## src/rtl/trim_regmap_pkg.sv

```systemverilog
package trim_regmap_pkg;
  localparam int BYTE_W       = 8;
  localparam int ADR_SLAVE    = 'h00;
  localparam int ADR_CFG      = 'h01;
  localparam int ADR_RES0     = 'h02;
  localparam int ADR_RES1     = 'h03;
  localparam int ADR_KEY_HI   = 'h04;
  localparam int ADR_KEY_LO   = 'h05;
  localparam int ADR_LOCK_HI  = 'h06;
  localparam int ADR_LOCK_LO  = 'h07;
  localparam int CFG_BITS     = 2;

  localparam logic [BYTE_W-1:0] DEF_SLAVE = 8'hA0;
  localparam logic [BYTE_W-1:0] DEF_RES   = 8'h7F;
  localparam logic [BYTE_W-1:0] DEF_USER  = 8'hFF;
  localparam logic [2*BYTE_W-1:0] DEF_PASS = 16'hFFFF;
endpackage

```

## src/rtl/trim_rst_sync.sv

```systemverilog
module trim_rst_sync #(
  parameter int STAGES = 2
) (
  input  logic clk,
  input  logic rst_n,
  output logic rst_int_n
);
  logic [STAGES-1:0] sync_q;

  always_ff @(posedge clk or negedge rst_n) begin
    if (!rst_n) sync_q <= '0;
    else        sync_q <= {sync_q[STAGES-2:0], 1'b1};
  end

  assign rst_int_n = sync_q[STAGES-1];
endmodule

```

## src/rtl/trim_recall_timer.sv

```systemverilog
module trim_recall_timer #(
  parameter int RECALL_CYCLES = 8
) (
  input  logic clk,
  input  logic rst_int_n,
  output logic busy
);
  localparam int CNT_W = $clog2(RECALL_CYCLES + 1);
  localparam logic [CNT_W-1:0] CNT_INIT = CNT_W'(RECALL_CYCLES);

  logic [CNT_W-1:0] cnt_q, cnt_d;
  logic             cnt_en;

  always_comb begin
    cnt_en = (cnt_q != '0);
    cnt_d  = cnt_q - CNT_W'(1);
  end

  always_ff @(posedge clk or negedge rst_int_n) begin
    if (!rst_int_n)  cnt_q <= CNT_INIT;
    else if (cnt_en) cnt_q <= cnt_d;
  end

  assign busy = (cnt_q != '0);

  AST_RECALL_MONOTONE: assert property (@(posedge clk) disable iff (!rst_int_n)
    !busy |=> !busy);
endmodule

```

## src/rtl/trim_access_guard.sv

```systemverilog
module trim_access_guard
  import trim_regmap_pkg::*;
#(
  parameter int ADDR_W = 8
) (
  input  logic                  clk,
  input  logic                  rst_int_n,
  input  logic [ADDR_W-1:0]     bus_addr,
  input  logic [BYTE_W-1:0]     bus_wdata,
  input  logic                  bus_wr,
  input  logic [2*BYTE_W-1:0]   stored_pass,
  output logic                  unlocked,
  output logic                  key_hit,
  output logic                  store_we
);
  logic [BYTE_W-1:0] key_hi_q, key_hi_d, key_lo_q, key_lo_d;
  logic              hi_en, lo_en;

  always_comb begin
    hi_en    = bus_wr && (bus_addr == ADDR_W'(ADR_KEY_HI));
    lo_en    = bus_wr && (bus_addr == ADDR_W'(ADR_KEY_LO));
    key_hit  = (bus_addr == ADDR_W'(ADR_KEY_HI)) || (bus_addr == ADDR_W'(ADR_KEY_LO));
    key_hi_d = bus_wdata;
    key_lo_d = bus_wdata;
    unlocked = ({key_hi_q, key_lo_q} == stored_pass);
    store_we = bus_wr && unlocked && !key_hit;
  end

  always_ff @(posedge clk or negedge rst_int_n) begin
    if (!rst_int_n) begin
      key_hi_q <= DEF_PASS[2*BYTE_W-1:BYTE_W];
      key_lo_q <= DEF_PASS[BYTE_W-1:0];
    end else begin
      if (hi_en) key_hi_q <= key_hi_d;
      if (lo_en) key_lo_q <= key_lo_d;
    end
  end

  AST_KEY_ALWAYS_TAKEN: assert property (@(posedge clk) disable iff (!rst_int_n)
    (bus_wr && bus_addr == ADDR_W'(ADR_KEY_LO)) |=> (key_lo_q == $past(bus_wdata)));
endmodule

```

## src/rtl/trim_reg_store.sv

```systemverilog
module trim_reg_store
  import trim_regmap_pkg::*;
#(
  parameter int ADDR_W     = 8,
  parameter int USER_BASE  = 16,
  parameter int USER_DEPTH = 16
) (
  input  logic                 clk,
  input  logic                 rst_int_n,
  input  logic [ADDR_W-1:0]    bus_addr,
  input  logic [BYTE_W-1:0]    bus_wdata,
  input  logic                 store_we,
  input  logic                 unlocked,
  output logic [BYTE_W-1:0]    rd_byte,
  output logic [BYTE_W-1:0]    res0,
  output logic [BYTE_W-1:0]    res1,
  output logic [CFG_BITS-1:0]  cfg,
  output logic [2*BYTE_W-1:0]  stored_pass
);
  localparam int USER_IDX_W = $clog2(USER_DEPTH);
  localparam int USER_END   = USER_BASE + USER_DEPTH;

  logic [BYTE_W-1:0]   slave_q, slave_d, res0_q, res0_d, res1_q, res1_d;
  logic [BYTE_W-1:0]   phi_q, phi_d, plo_q, plo_d;
  logic [CFG_BITS-1:0] cfg_q, cfg_d;
  logic                slave_en, cfg_en, res0_en, res1_en, phi_en, plo_en;
  logic [BYTE_W-1:0]   user_q [USER_DEPTH];
  logic                in_user;
  logic [USER_IDX_W-1:0] user_idx;

  always_comb begin
    slave_en = store_we && (bus_addr == ADDR_W'(ADR_SLAVE));
    cfg_en   = store_we && (bus_addr == ADDR_W'(ADR_CFG));
    res0_en  = store_we && (bus_addr == ADDR_W'(ADR_RES0));
    res1_en  = store_we && (bus_addr == ADDR_W'(ADR_RES1));
    phi_en   = store_we && (bus_addr == ADDR_W'(ADR_LOCK_HI));
    plo_en   = store_we && (bus_addr == ADDR_W'(ADR_LOCK_LO));
    slave_d  = bus_wdata;
    cfg_d    = bus_wdata[CFG_BITS-1:0];
    res0_d   = bus_wdata;
    res1_d   = bus_wdata;
    phi_d    = bus_wdata;
    plo_d    = bus_wdata;
  end

  always_ff @(posedge clk or negedge rst_int_n) begin
    if (!rst_int_n) begin
      slave_q <= DEF_SLAVE;
      cfg_q   <= '0;
      res0_q  <= DEF_RES;
      res1_q  <= DEF_RES;
      phi_q   <= DEF_PASS[2*BYTE_W-1:BYTE_W];
      plo_q   <= DEF_PASS[BYTE_W-1:0];
    end else begin
      if (slave_en) slave_q <= slave_d;
      if (cfg_en)   cfg_q   <= cfg_d;
      if (res0_en)  res0_q  <= res0_d;
      if (res1_en)  res1_q  <= res1_d;
      if (phi_en)   phi_q   <= phi_d;
      if (plo_en)   plo_q   <= plo_d;
    end
  end

  for (genvar gi = 0; gi < USER_DEPTH; gi++) begin : g_user
    logic u_en;
    assign u_en = store_we && (bus_addr == ADDR_W'(USER_BASE + gi));
    always_ff @(posedge clk or negedge rst_int_n) begin
      if (!rst_int_n) user_q[gi] <= DEF_USER;
      else if (u_en)  user_q[gi] <= bus_wdata;
    end
  end

  always_comb begin
    in_user  = (bus_addr >= ADDR_W'(USER_BASE)) && (bus_addr < ADDR_W'(USER_END));
    user_idx = USER_IDX_W'(bus_addr - ADDR_W'(USER_BASE));
    rd_byte  = '0;
    if (in_user) rd_byte = user_q[user_idx];
    else begin
      case (bus_addr)
        ADDR_W'(ADR_SLAVE):   rd_byte = slave_q;
        ADDR_W'(ADR_CFG):     rd_byte = {{(BYTE_W-CFG_BITS){1'b0}}, cfg_q};
        ADDR_W'(ADR_RES0):    rd_byte = res0_q;
        ADDR_W'(ADR_RES1):    rd_byte = res1_q;
        ADDR_W'(ADR_LOCK_HI): rd_byte = unlocked ? phi_q : '0;
        ADDR_W'(ADR_LOCK_LO): rd_byte = unlocked ? plo_q : '0;
        default:              rd_byte = '0;
      endcase
    end
  end

  assign res0        = res0_q;
  assign res1        = res1_q;
  assign cfg         = cfg_q;
  assign stored_pass = {phi_q, plo_q};

  AST_NO_STORE_WITHOUT_STROBE: assert property (@(posedge clk) disable iff (!rst_int_n)
    !store_we |=> ($stable(res0_q) && $stable(res1_q) && $stable(phi_q) && $stable(plo_q)));
endmodule

```

## src/rtl/trim_regmap.sv

```systemverilog
module trim_regmap
  import trim_regmap_pkg::*;
#(
  parameter int ADDR_W        = 8,
  parameter int USER_BASE     = 16,
  parameter int USER_DEPTH    = 16,
  parameter int RECALL_CYCLES = 8,
  parameter int SYNC_STAGES   = 2
) (
  input  logic              clk,
  input  logic              rst_n,
  input  logic [ADDR_W-1:0] bus_addr,
  input  logic [7:0]        bus_wdata,
  input  logic              bus_wr,
  input  logic              bus_rd,
  output logic [7:0]        bus_rdata,
  output logic [7:0]        set0_o,
  output logic              hiz0_o,
  output logic [7:0]        set1_o,
  output logic              hiz1_o
);
  logic                 rst_int_n, recall_busy, unlocked, key_hit, store_we;
  logic [BYTE_W-1:0]    rd_byte, res0, res1, rdata_q, rdata_d;
  logic [CFG_BITS-1:0]  cfg;
  logic [2*BYTE_W-1:0]  stored_pass;

  trim_rst_sync #(.STAGES(SYNC_STAGES)) u_rst_sync (
    .clk(clk), .rst_n(rst_n), .rst_int_n(rst_int_n));

  trim_recall_timer #(.RECALL_CYCLES(RECALL_CYCLES)) u_recall (
    .clk(clk), .rst_int_n(rst_int_n), .busy(recall_busy));

  trim_access_guard #(.ADDR_W(ADDR_W)) u_guard (
    .clk(clk), .rst_int_n(rst_int_n), .bus_addr(bus_addr), .bus_wdata(bus_wdata),
    .bus_wr(bus_wr), .stored_pass(stored_pass), .unlocked(unlocked),
    .key_hit(key_hit), .store_we(store_we));

  trim_reg_store #(.ADDR_W(ADDR_W), .USER_BASE(USER_BASE), .USER_DEPTH(USER_DEPTH)) u_store (
    .clk(clk), .rst_int_n(rst_int_n), .bus_addr(bus_addr), .bus_wdata(bus_wdata),
    .store_we(store_we), .unlocked(unlocked), .rd_byte(rd_byte), .res0(res0),
    .res1(res1), .cfg(cfg), .stored_pass(stored_pass));

  always_comb rdata_d = rd_byte;

  always_ff @(posedge clk or negedge rst_int_n) begin
    if (!rst_int_n)  rdata_q <= '0;
    else if (bus_rd) rdata_q <= rdata_d;
  end

  assign bus_rdata = rdata_q;
  assign set0_o    = res0;
  assign set1_o    = res1;
  assign hiz0_o    = cfg[0] || recall_busy || !rst_int_n;
  assign hiz1_o    = cfg[1] || recall_busy || !rst_int_n;

  AST_RDATA_HOLD: assert property (@(posedge clk) disable iff (!rst_int_n)
    !bus_rd |=> $stable(bus_rdata));
  AST_CFG_UPPER_ZERO: assert property (@(posedge clk) disable iff (!rst_int_n)
    (bus_rd && bus_addr == ADDR_W'(ADR_CFG)) |=> (bus_rdata[7:CFG_BITS] == '0));
  AST_KEY_READS_ZERO: assert property (@(posedge clk) disable iff (!rst_int_n)
    (bus_rd && key_hit) |=> (bus_rdata == '0));
  AST_LOCKED_DROP: assert property (@(posedge clk) disable iff (!rst_int_n)
    (bus_wr && !unlocked && !key_hit) |=> ($stable(set0_o) && $stable(set1_o)));
  AST_RECALL_HIZ: assert property (@(posedge clk) disable iff (!rst_int_n)
    recall_busy |-> (hiz0_o && hiz1_o));
endmodule

```

## config.mk

```make
export PLATFORM = sky130hd
export DESIGN_NAME = trim_regmap
export DESIGN_NICKNAME = d
export VERILOG_FILES = /design/src/rtl/trim_regmap_pkg.sv /design/src/rtl/trim_rst_sync.sv /design/src/rtl/trim_recall_timer.sv /design/src/rtl/trim_access_guard.sv /design/src/rtl/trim_reg_store.sv /design/src/rtl/trim_regmap.sv
export SDC_FILE = /design/constraint.sdc
export NUM_CORES = 1
export LEC_CHECK = 0
export ABC_CLOCK_PERIOD_IN_PS = 5500
export BUFFER_PORTS_ARGS = -buffer_cell sky130_fd_sc_hd__buf_4
export CAP_MARGIN = 15
export CELL_PAD_IN_SITES_DETAIL_PLACEMENT = 1
export CELL_PAD_IN_SITES_GLOBAL_PLACEMENT = 1
export CORE_MARGIN = 2
export CORE_UTILIZATION = 30
export DETAILED_ROUTE_END_ITERATION = 12
export GPL_ROUTABILITY_DRIVEN = 0
export PLACE_DENSITY = 0.51
export RECOVER_POWER = 50
export SYNTH_ARGS = -nofsm -noshare
export SYNTH_HDL_FRONTEND = slang
export SYNTH_SLANG_ARGS = --single-unit
```

## constraint.sdc

```tcl
create_clock -name clk -period 5.5 [get_ports clk]
set_clock_uncertainty 0.05 [all_clocks]
set_input_delay 0.825 -clock clk [delete_from_list [all_inputs] [get_ports clk]]
set_output_delay 0.825 -clock clk [all_outputs]
set_load 0.005 [all_outputs]
```

==> qor.yml, run 1 <==
setup_path:
  path_max_fanout: 49
  critPathArrivalTime_ns: 2.62
  worstSetupEndpointType: "output port"
  critPathKind: "register to output port"
  cp-start-kind: "register"
  required_ns: 4.62
place:
  dp.cells: 1034
  hpwl_mm: 15.6
  port_buffers: 45
drt:
  first_pass_iters: 4
  avgRoutedWirePerCell_um: 22.6
  drt_first_iter_violations: 196
  wl_met3_um: 575
  wl_met2_mm: 11.5
  met1_length_mm: 11.8
  drc_errors: 0
  vias_per_cell: 5.03
  ant_nets: 0
  routed_wl_mm: 24.1
  num_vias: 5363
  highest_layer: "met4"
timing:
  relSlewSlack_pct: -36.1
  fin_tns_setup_ns: 0
  hold_viol: 0
  slew_viol_final: 49
  fin_crit_ns: 3.49
  grt_setup_unrepaired: "false"
  fin_crit_sh_pct: 63.5
  tightestPinTransition_ns: 2.04
  clock.fmax_mhz: 286
  setup_viol: 0
global_routing:
  grt_max_degree: 153
  first_global_vias: 6103
  antenna_found_initial: 0
  grt_overflow: 0
  grt_pass1_wl_mm: 38.0
  grt_usage_pct: 15.2
logic_synthesis:
  ys_seq_area_share_pct: 54.7
  yosysUniqueCellTypes: 44
  synthAdderAreaFrac_pct: 0.262
  synthArstFlopShare_pct: 100
  synth_top_family_by_area: "multiplexers"
  ys_seq_elements: 200
  yosys.area_share.simple_pct: 6.08
  synth_area_um2: 9550
  synth-compound-area-share_pct: 2.19
  syn_area_per_cell_um2: 15.2
  synth_cells: 629
  syn-num-nets: 651
  yosys_most_used_dff: "dfstp_2"
  synth_mux_area_share_pct: 33.2
  synth-edff-count: 0
  synth_xor_area_share_pct: 1.56
  yosys_warnings: 0
finish:
  n_fill_cell: 3220
  layout_common_cells: "199 x mux2_2, 177 x dfstp_2, 34 x mux4_2, 34 x buf_4, 23 x dfrtp_1"
  multiInputGateArea_um2: 4140
  final_cells: 1066
  antenna-diode-count: 0
  nNetsFinal: 673
  mostFrequentLayoutCell: "mux2_2"
  drive_above_1_share_pct: 75.8
  final-seq-area_um2: 5230
  area_delta_synth_final_pct: 13.1
floorplan:
  fp.dieH_um: 182
  initial_core_util_pct: 30.3
  io_pins: 46
  rows: 65
  fp.coreArea_um2: 31500
  die_x_um: 182
  die-area_um2: 33300
clocking:
  cts_tree: "built"
  ctsResizeCount: 0
  clk_latency_ns: 0.44
  cts_buffers: 17
  hold_buffers: 0
  htree_levels: 4
  cts_root_buf: "clkbuf_16"
  clk_pin_slew_ns: 0.08
  cts_setup_buffers: 0
  cts_num_sinks: 200
  cts_buffer_depth: 2
min_path:
  hp-class: "input port to asynchronous set/reset pin"
power:
  leakage_uw: 0.00448
  powerDensity_nw_per_um2: 295
  vdd_drop_max_uv: 210
  power_uw: 3190
outcome:
  violations: "max-capacitance violations, max-slew violations"
  status: "complete, but fails checks"
job:
  drv_cap: 1
[per-stage QoR]
stage	util [%]	cell area, um^2	setup slack [ns]	hold slack [ns]
6_report	34.3	10800	2.01	0.109
2_1_floorplan	-	9550	1.87	0.281
5_1_grt	34.3	10800	1.63	0.0998
3_5_place_dp	32.5	10200	1.62	0.288
3_3_place_gp	32.5	10200	1.77	0.283
4_1_cts	34.4	10800	1.97	0.0779
[registers in the layout, indices dropped and copies added (netlist names)]
| register | flops |
|---|---|
| u_guard.key_lo_q | 8 |
| bus_rdata | 8 |
| u_store.res0 | 8 |
| u_guard.key_hi_q | 8 |
| u_store.plo_q | 8 |
| u_store.cfg | 2 |
| u_store.user_q | 128 |
| u_store.res1 | 8 |
| u_rst_sync.sync_q | 2 |
| u_store.phi_q | 8 |
| u_recall.cnt_q | 4 |
| u_store.slave_q | 8 |
[worst max-delay path: stages, from the launching register on]
cell      delay (ns)
dfrtp_1         1.72
nand3b_1        0.18
buf_4           0.24
[layer usage]
layer | vias up | track usage [%]
met5 | - | 0
met3 | 19 | 2.16
met2 | 66 | 25.1
li1 | 2361 | -
met1 | 2917 | 21.4
met4 | 0 | 3.32
[cells in the mapped netlist (6+ instances only)]
library cell	count	share of area, %
buf_2	8	0.42
mux4_2	34	8.0
nand2_1	10	0.39
a21oi_1	7	0.37
nand3_1	13	0.68
a22oi_1	8	0.63
and3_1	6	0.39
mux2_2	199	23
dfrtp_1	23	6.0
xor2_1	16	1.5
mux2i_1	15	1.6
dfstp_2	177	49
nor3_4	9	1.5
nor2_1	17	0.67
clkbuf_1	27	1.1
buf_1	6	0.24
[cells by family (layout without fill, tap and decap cells)]
family	Yosys count	in the layout
buffers and inverters	45	80
adder cells (fa/ha/maj)	2	2
AND/OR/NAND/NOR	84	84
multiplexers	249	249
other	1	1
AO/OA/AOI/OAI	31	31
flip-flops	200	200
XOR/XNOR	17	17
[final timing paths]
kind,startpoint,slack (ns),cells past startpoint,end
max,u_rst_sync.sync_q[1]$_DFF_PN0_,2.01,2,hiz0_o
max reg2reg,u_store.phi_q[0]$_DFFE_PN1P_,2.08,5,u_store.user_q[59]$_DFFE_PN1P_
max in group asynchronous,u_rst_sync.sync_q[1]$_DFF_PN0_,2.87,1,bus_rdata[7]$_DFFE_PN0P_
min in group clk,u_rst_sync.sync_q[0]$_DFF_PN0_,0.30,0,u_rst_sync.sync_q[1]$_DFF_PN0_
min reg2reg,u_rst_sync.sync_q[0]$_DFF_PN0_,0.30,0,u_rst_sync.sync_q[1]$_DFF_PN0_
min,rst_n,0.11,1,u_rst_sync.sync_q[0]$_DFF_PN0_
[final cells by class]
| class | count | area share [%] |
|---|---|---|
| Tap cell | 402 | 4.65 |
| Clock buffer | 18 | 4.06 |
| Inverter | 2 | 0.0695 |
| Multi-Input combinational cell | 384 | 38.3 |
| Clock inverter | 14 | 1.31 |
| Sequential cell | 200 | 48.4 |
| Timing Repair Buffer | 46 | 3.28 |
[where the power goes]
part           internal (uW)  switching [uW]
combinational            124             189
sequential              1580            45.4
clock                    650             598
Power figures use the tool's default switching activity.
==> run 2: changes to the inputs <==
- ABC_CLOCK_PERIOD_IN_PS: 5500 -> 2900
- clock period: 5.5 -> 2.9 ns (I/O delays scaled with it)
==> qor.yml, run 2 (same netlist as run 1, synthesis figures left out) <==
floorplan:
  die_x_um: 182  # unchanged
  die-area_um2: 33300  # unchanged
  initial_core_util_pct: 30.3  # unchanged
  fp.dieH_um: 182  # unchanged
  fp.coreArea_um2: 31500  # unchanged
  io_pins: 46  # unchanged
  rows: 65  # unchanged
outcome:
  violations: "max-capacitance violations, max-slew violations"  # unchanged
  status: "complete, but fails checks"  # unchanged
setup_path:
  required_ns: 3.16  # was 4.62 ns
  r2r-start: "u_store.phi_q[0]$_DFFE_PN1P_"  # unchanged
  r2r_setup_slack_ns: 0.16  # was 2.08 ns
  cp-start-kind: "register"  # unchanged
  reg2regPathDepth: 7  # was 5
  path_max_fanout: 12  # was 49
  worstSetupEndpointType: "register"  # was output port
  critPathKind: "register to register"  # was register to output port
  critPathArrivalTime_ns: 3.00  # was 2.62 ns
  r2r-end: "u_store.res0[7]$_DFFE_PN0P_"  # was u_store.user_q[59]$_DFFE_PN1P_
global_routing:
  grt_overflow: 0  # unchanged
  grt_max_degree: 135  # was 153
  grt_usage_pct: 16.0  # was 15.2%
  grt_pass1_wl_mm: 39.7  # was 38.0 mm
  antenna_found_initial: 1  # was 0
  first_global_vias: 6189  # was 6103
timing:
  fin_crit_sh_pct: 94.5
  whs_ns: 0.164  # was 0.109 ns
  slew_viol_final: 195  # was 49
  fin_tns_setup_ns: 0  # unchanged
  clock.fmax_mhz: 365
  hold_viol: 0  # unchanged
  tightestPinTransition_ns: 1.85  # was 2.04 ns
  grt_setup_unrepaired: "false"  # unchanged
  relSlewSlack_pct: -23.5  # was -36.1%
  setup_viol: 0  # unchanged
  fin_crit_ns: 2.74
finish:
  area_delta_synth_final_pct: 16.3  # was 13.1%
  nNetsFinal: 707  # was 673
  largest_reg_flops: 128  # unchanged
  drive_above_1_share_pct: 76.6  # was 75.8%
  layout_common_cells: "199 x mux2_2, 177 x dfstp_2, 65 x buf_4"  # was 199 x mux2_2, 177 x dfstp_2, 34 x mux4_2, 34 x buf_4, 23 x dfrtp_1
  mostFrequentLayoutCell: "mux2_2"  # unchanged
  largest-register: "u_store.user_q"  # unchanged
  antenna-diode-count: 0  # unchanged
drt:
  ant_nets: 0  # unchanged
  vias_per_cell: 5.06  # was 5.03
  routed_wl_mm: 25.3  # was 24.1 mm
  avgRoutedWirePerCell_um: 23.0  # was 22.6 um
  drt_first_iter_violations: 320  # was 196
  drc_errors: 0  # unchanged
  first_pass_iters: 4  # unchanged
  num_vias: 5564  # was 5363
place:
  port_buffers: 45  # unchanged
  hpwl_mm: 16.7  # was 15.6 mm
power:
  leakage_uw: 0.00466  # was 0.00448 uW
  powerDensity_nw_per_um2: 555  # was 295 nW/um^2
  vdd_drop_max_uv: 382  # was 210 uV
clocking:
  cts_buffers: 17  # unchanged
  cts_setup_buffers: 0  # unchanged
  cts_tree: "built"  # unchanged
  clk_latency_ns: 0.43  # was 0.44 ns
  cts_num_sinks: 200  # unchanged
  cts_root_buf: "clkbuf_16"  # unchanged
  ctsResizeCount: 0  # unchanged
  cts_buffer_depth: 2  # unchanged
  clk_pin_slew_ns: 0.08  # about the same
  htree_levels: 4  # unchanged
job:
  drv_cap: 2  # was 1
min_path:
  hp-class: "register to asynchronous set/reset pin"  # was input port to asynchronous set/reset pin
==> run 2: report_power, final <==
part	switching [uW]	internal, uW
clock	1160	1280
combinational	380	272
sequential	76.8	3010
==> run 2: cell type report <==
type	instances	area, um^2
inverter	2	7.51
fill	3210	20400
timing repair buffer	80	631
multi-input combinational	384	4140
tap	402	503
clock inverter	13	156
sequential	200	5230
clock buffer	19	453
==> run 2: worst max-delay path by stage <==
stage | depth (start not counted) | from | endpoint | slack [ns]
detailed placement | 7 | bus_addr[0] | bus_rdata[3]$_DFFE_PN0P_ | 0.14
finish | 7 | u_store.phi_q[0]$_DFFE_PN1P_ | u_store.res0[7]$_DFFE_PN0P_ | 0.16
CTS | 7 | u_store.phi_q[0]$_DFFE_PN1P_ | u_store.res0[7]$_DFFE_PN0P_ | 0.12
global placement | 6 | u_store.phi_q[5]$_DFFE_PN1P_ | u_store.res0[7]$_DFFE_PN0P_ | 0.16
global route | 6 | u_store.plo_q[5]$_DFFE_PN1P_ | u_store.res0[7]$_DFFE_PN0P_ | 0.01
floorplan | 1 | u_rst_sync.sync_q[1]$_DFF_PN0_ | hiz0_o | 0.52
==> run 2: critical path, stage by stage (launching register included) <==
cell	delay, ns
dfstp_2	0.56
xor2_1	0.07
nor4_1	0.35
buf_4	0.19
nand4_2	0.17
buf_4	0.31
nor3_4	0.52
mux2_2	0.41
==> run 2: repair_timing <==
item | in CTS | in global routing
endpoints found under the setup margin | 0 | 1
endpoints found under the hold margin | 2 | 0
hold buffers | 1 | 0
==> run 2: metal layers <==
layer  vias to the layer above  GRT usage, %  wire (um)
met4                         2          3.16        175
li1                       2444             -          -
met2                        68          26.0      12100
met1                      3039          22.5      12400
met5                         -             0         16
met3                        11          2.65        590
==> run 2: metrics by stage <==
stage / power (uW) / cell area [um^2] / instances / utilization, % / worst slack [ns]
detailed placement: 3800 / 10500 / 1067 / 33.5 / 0.135
floorplan: 3550 / 9560 / 629 / - / 0.522
finish: 6170 / 11100 / 1100 / 35.3 / 0.160
global route: 6480 / 11100 / 1100 / 35.3 / 0.0111
global placement: 3770 / 10500 / 1067 / 33.5 / 0.155
CTS: 6290 / 11200 / 1100 / 35.4 / 0.117
==> run 3: changes to the inputs <==
- PLACE_DENSITY: 0.51 -> 0.5
- SYNTH_HIERARCHICAL: not set -> 1
==> qor.yml, run 3 <==
outcome:
  status: "complete, no violations"  # was complete, but fails checks
power:
  p_sw_uw: 1440  # was 1610 uW
  powerDensity_nw_per_um2: 524  # was 555 nW/um^2
  internal-power_uw: 4390  # was 4560 uW
  p_sw_share_pct: 24.7  # was 26.1%
  power_frac_clock_pct: 37.9  # was 39.5%
  leakage_uw: 0.00471  # was 0.00466 uW
  comb_power_share_pct: 9.5  # was 10.6%
  sequentialPowerShare_pct: 52.6  # was 49.9%
  vdd_drop_max_uv: 402  # was 382 uV
drt:
  num_vias: 5597  # was 5564
  drc_errors: 0  # unchanged
  avgRoutedWirePerCell_um: 24.1  # was 23.0 um
  vias_per_cell: 5.09  # was 5.06
  drt_first_iter_violations: 234  # was 320
  routed_wl_mm: 26.5  # was 25.3 mm
  ant_nets: 0  # unchanged
  first_pass_iters: 4  # unchanged
setup_path:
  path_buf_inv: 1  # was 2
  critPathTopFamily: "simple AND/OR/NAND/NOR gates"  # unchanged
  critPathKind: "register to register"  # unchanged
  r2r_setup_slack_ns: 0.16  # about the same
  critPathArrivalTime_ns: 3.01  # was 3.00 ns
  critPathMaxStageDelay_ns: 0.56  # about the same
  required_ns: 3.17  # was 3.16 ns
  cp-start-kind: "register"  # unchanged
  cpMaxStageDelayCell: "dfstp_2"  # unchanged
  path_cells: "xnor2_1 > nand4_1 > nor4_4 > and3b_2 > and3b_1 > and3_1 > buf_4 > mux2_2"  # was xor2_1 > nor4_1 > buf_4 > nand4_2 > buf_4 > nor3_4 > mux2_2
  worstSetupEndpointType: "register"  # unchanged
  path_max_fanout: 4  # was 12
timing:
  hold_viol: 0  # unchanged
  clock.fmax_mhz: 366  # was 365 MHz
  grt_setup_unrepaired: "false"  # unchanged
  setup_viol: 0  # unchanged
  fin_tns_setup_ns: 0  # unchanged
  fin_crit_sh_pct: 94.3  # was 94.5%
  slew_viol_final: 0  # was 195
  relSlewSlack_pct: 12.5  # was -23.5%
  fin_crit_ns: 2.74  # about the same
  tightestPinTransition_ns: 1.31  # was 1.85 ns
  whs_ns: 0.261  # was 0.164 ns
finish:
  area_delta_synth_final_pct: 15.8  # was 16.3%
  nNetsFinal: 706  # was 707
  layout_common_cells: "177 x dfstp_2, 172 x mux2_2, 70 x buf_4"  # was 199 x mux2_2, 177 x dfstp_2, 65 x buf_4
  antenna-diode-count: 0  # unchanged
  largest_reg_flops: 128  # unchanged
  mostFrequentLayoutCell: "dfstp_2"  # was mux2_2
  drive_above_1_share_pct: 76.2  # was 76.6%
  fin_area_um2: 11100  # about the same
  largest-register: "u_store/user_q"  # was u_store.user_q
clocking:
  htree_levels: 4  # unchanged
  cts_tree: "built"  # unchanged
  cts_num_sinks: 200  # unchanged
  clk_latency_ns: 0.44  # was 0.43 ns
  cts_buffers: 17  # unchanged
  cts_root_buf: "clkbuf_16"  # unchanged
  clk_pin_slew_ns: 0.07  # was 0.08 ns
  cts_setup_buffers: 0  # unchanged
  cts_buffer_depth: 2  # unchanged
global_routing:
  grt_usage_pct: 16.7  # was 16.0%
  antenna_found_initial: 1  # unchanged
  grt_max_degree: 130  # was 135
  grt_pass1_wl_mm: 40.7  # was 39.7 mm
  grt_overflow: 0  # unchanged
  first_global_vias: 6151  # was 6189
floorplan:
  die_x_um: 183  # was 182 um
  fp.coreArea_um2: 31600  # was 31500 um^2
  fp.dieH_um: 183  # was 182 um
  initial_core_util_pct: 30.5  # was 30.3%
  rows: 65  # unchanged
  io_pins: 46  # unchanged
  die-area_um2: 33500  # was 33300 um^2
logic_synthesis:
  ys_seq_elements: 200  # unchanged
  syn-num-nets: 645  # was 651
  yosys_most_used_dff: "dfstp_2"  # unchanged
  synth_top_area_cell: "dfstp_2"  # unchanged
  yosys_warnings: 6  # was 0
  syn_area_per_cell_um2: 15.4  # was 15.2 um^2
  synth_area_um2: 9610  # was 9550 um^2
  synth_area_leaders: "dfstp_2 48%, mux2_2 20%, mux4_2 7.5%, dfrtp_1 6.0%, mux2_4 2.5%"  # was dfstp_2 49%, mux2_2 23%, mux4_2 8.0%, dfrtp_1 6.0%, mux2i_1 1.6%
  synthArstFlopShare_pct: 100  # unchanged
  synth_cells: 623  # was 629
  synth_common_cells: "177 x dfstp_2, 172 x mux2_2, 32 x mux4_2"  # was 199 x mux2_2, 177 x dfstp_2, 34 x mux4_2
  yosysUniqueCellTypes: 54  # was 44
  yosysMostFrequentCell: "dfstp_2"  # was mux2_2
  synth-edff-count: 0  # unchanged
  synth_top_area_share_pct: 48.4  # was 48.7%
  ys_seq_area_share_pct: 54.4  # was 54.7%
place:
  place_area_um2: 10600  # was 10500 um^2
  port_buffers: 45  # unchanged
  hpwl_mm: 18.4  # was 16.7 mm
job:
  drv_cap: 0  # was 2
min_path:
  hp-class: "input port to asynchronous set/reset pin"  # was register to asynchronous set/reset pin
## run 3: changes by cell type after synthesis, sizes merged, moves of 5 or more
cell,change
nand4,+6
o211ai,+5
nand2,+7
nand3,-5
o2bb2ai,+6
nor2,-11
xor2,-16
xnor2,+16
nor3,-7
inv,+6
## run 3: logic make-up (layout without fill, tap and decap cells)
logic type / Yosys count / in the layout / share of synthesized area, %
multiplexers: 243 / 243 / 32.6
AND/OR/NAND/NOR: 72 / 72 / 5.92
flip-flops: 200 / 200 / 54.4
buffers and inverters: 49 / 123 / 2.21
other: 1 / 1 / 0.0390
AO/OA/AOI/OAI: 39 / 39 / 2.99
XOR/XNOR: 17 / 17 / 1.55
adder cells (fa/ha/maj): 2 / 2 / 0.260
## run 3: worst reg2reg max path, delay by kind of cell, from the launching register on
kind,cells,cell delay (ns)
DFF,1,0.56
muxes,1,0.33
xor gates and xnor gates,1,0.16
and+or+nand+nor,5,1.33
buffers and inverters,1,0.19
## run 3: power groups by stage
stage               logic (uW)  clock network, uW  registers [uW]
floorplan                  310                  0            3120
global placement           542                  0            3100
detailed placement         555                  0            3110
global route               600               2420            3090
finish                     551               2210            3070
CTS                        559               2320            3070
## run 3: worst paths after layout
kind	startpoint	endpoint	cells after the start
worst max-delay path	u_store/plo_q[1]$_DFFE_PN1P_	u_store/res0[7]$_DFFE_PN0P_	8
worst min-delay path	rst_n	u_rst_sync/sync_q[1]$_DFF_PN0_	2
worst max register to register	u_store/plo_q[1]$_DFFE_PN1P_	u_store/res0[7]$_DFFE_PN0P_	8
worst min register to register	u_rst_sync/sync_q[0]$_DFF_PN0_	u_rst_sync/sync_q[1]$_DFF_PN0_	0
max in group asynchronous	u_rst_sync/sync_q[1]$_DFF_PN0_	u_store/res1[7]$_DFFE_PN0P_	1
min in group clk	u_rst_sync/sync_q[0]$_DFF_PN0_	u_rst_sync/sync_q[1]$_DFF_PN0_	0
## run 3: through the flow
step                util [%]  setup slack [ns]  std cells  power (uW)
finish                  35.3             0.164       1099        5830
global route            35.3            0.0384       1099        6100
CTS                     35.3             0.117       1099        5950
detailed placement      33.6             0.152       1066        3670
global placement        33.6             0.178       1066        3640
floorplan                  -             0.116        623        3420
## run 3: routing by layer
metal	routed length [um]	track usage (%)	up-vias
met5	0	0	-
met4	437	5.22	0
met3	615	2.52	24
met2	13300	28.1	73
met1	12100	22.1	3058
li1	-	-	2442
## run 3: what timing repair did
action | in CTS | in global routing
setup endpoints to repair | 0 | 1
hold buffers | 1 | 0
gates resized for setup | 0 | 1
hold endpoints to repair | 2 | 0
## run 3: cell type report
class | count | area, um^2
Timing Repair Buffer | 83 | 648
Inverter | 8 | 30.0
Multi-Input combinational cell | 374 | 4180
Tap cell | 402 | 503
Clock buffer | 23 | 468
Fill cell | 3234 | 20400
Clock inverter | 9 | 70.1
Sequential cell | 200 | 5230
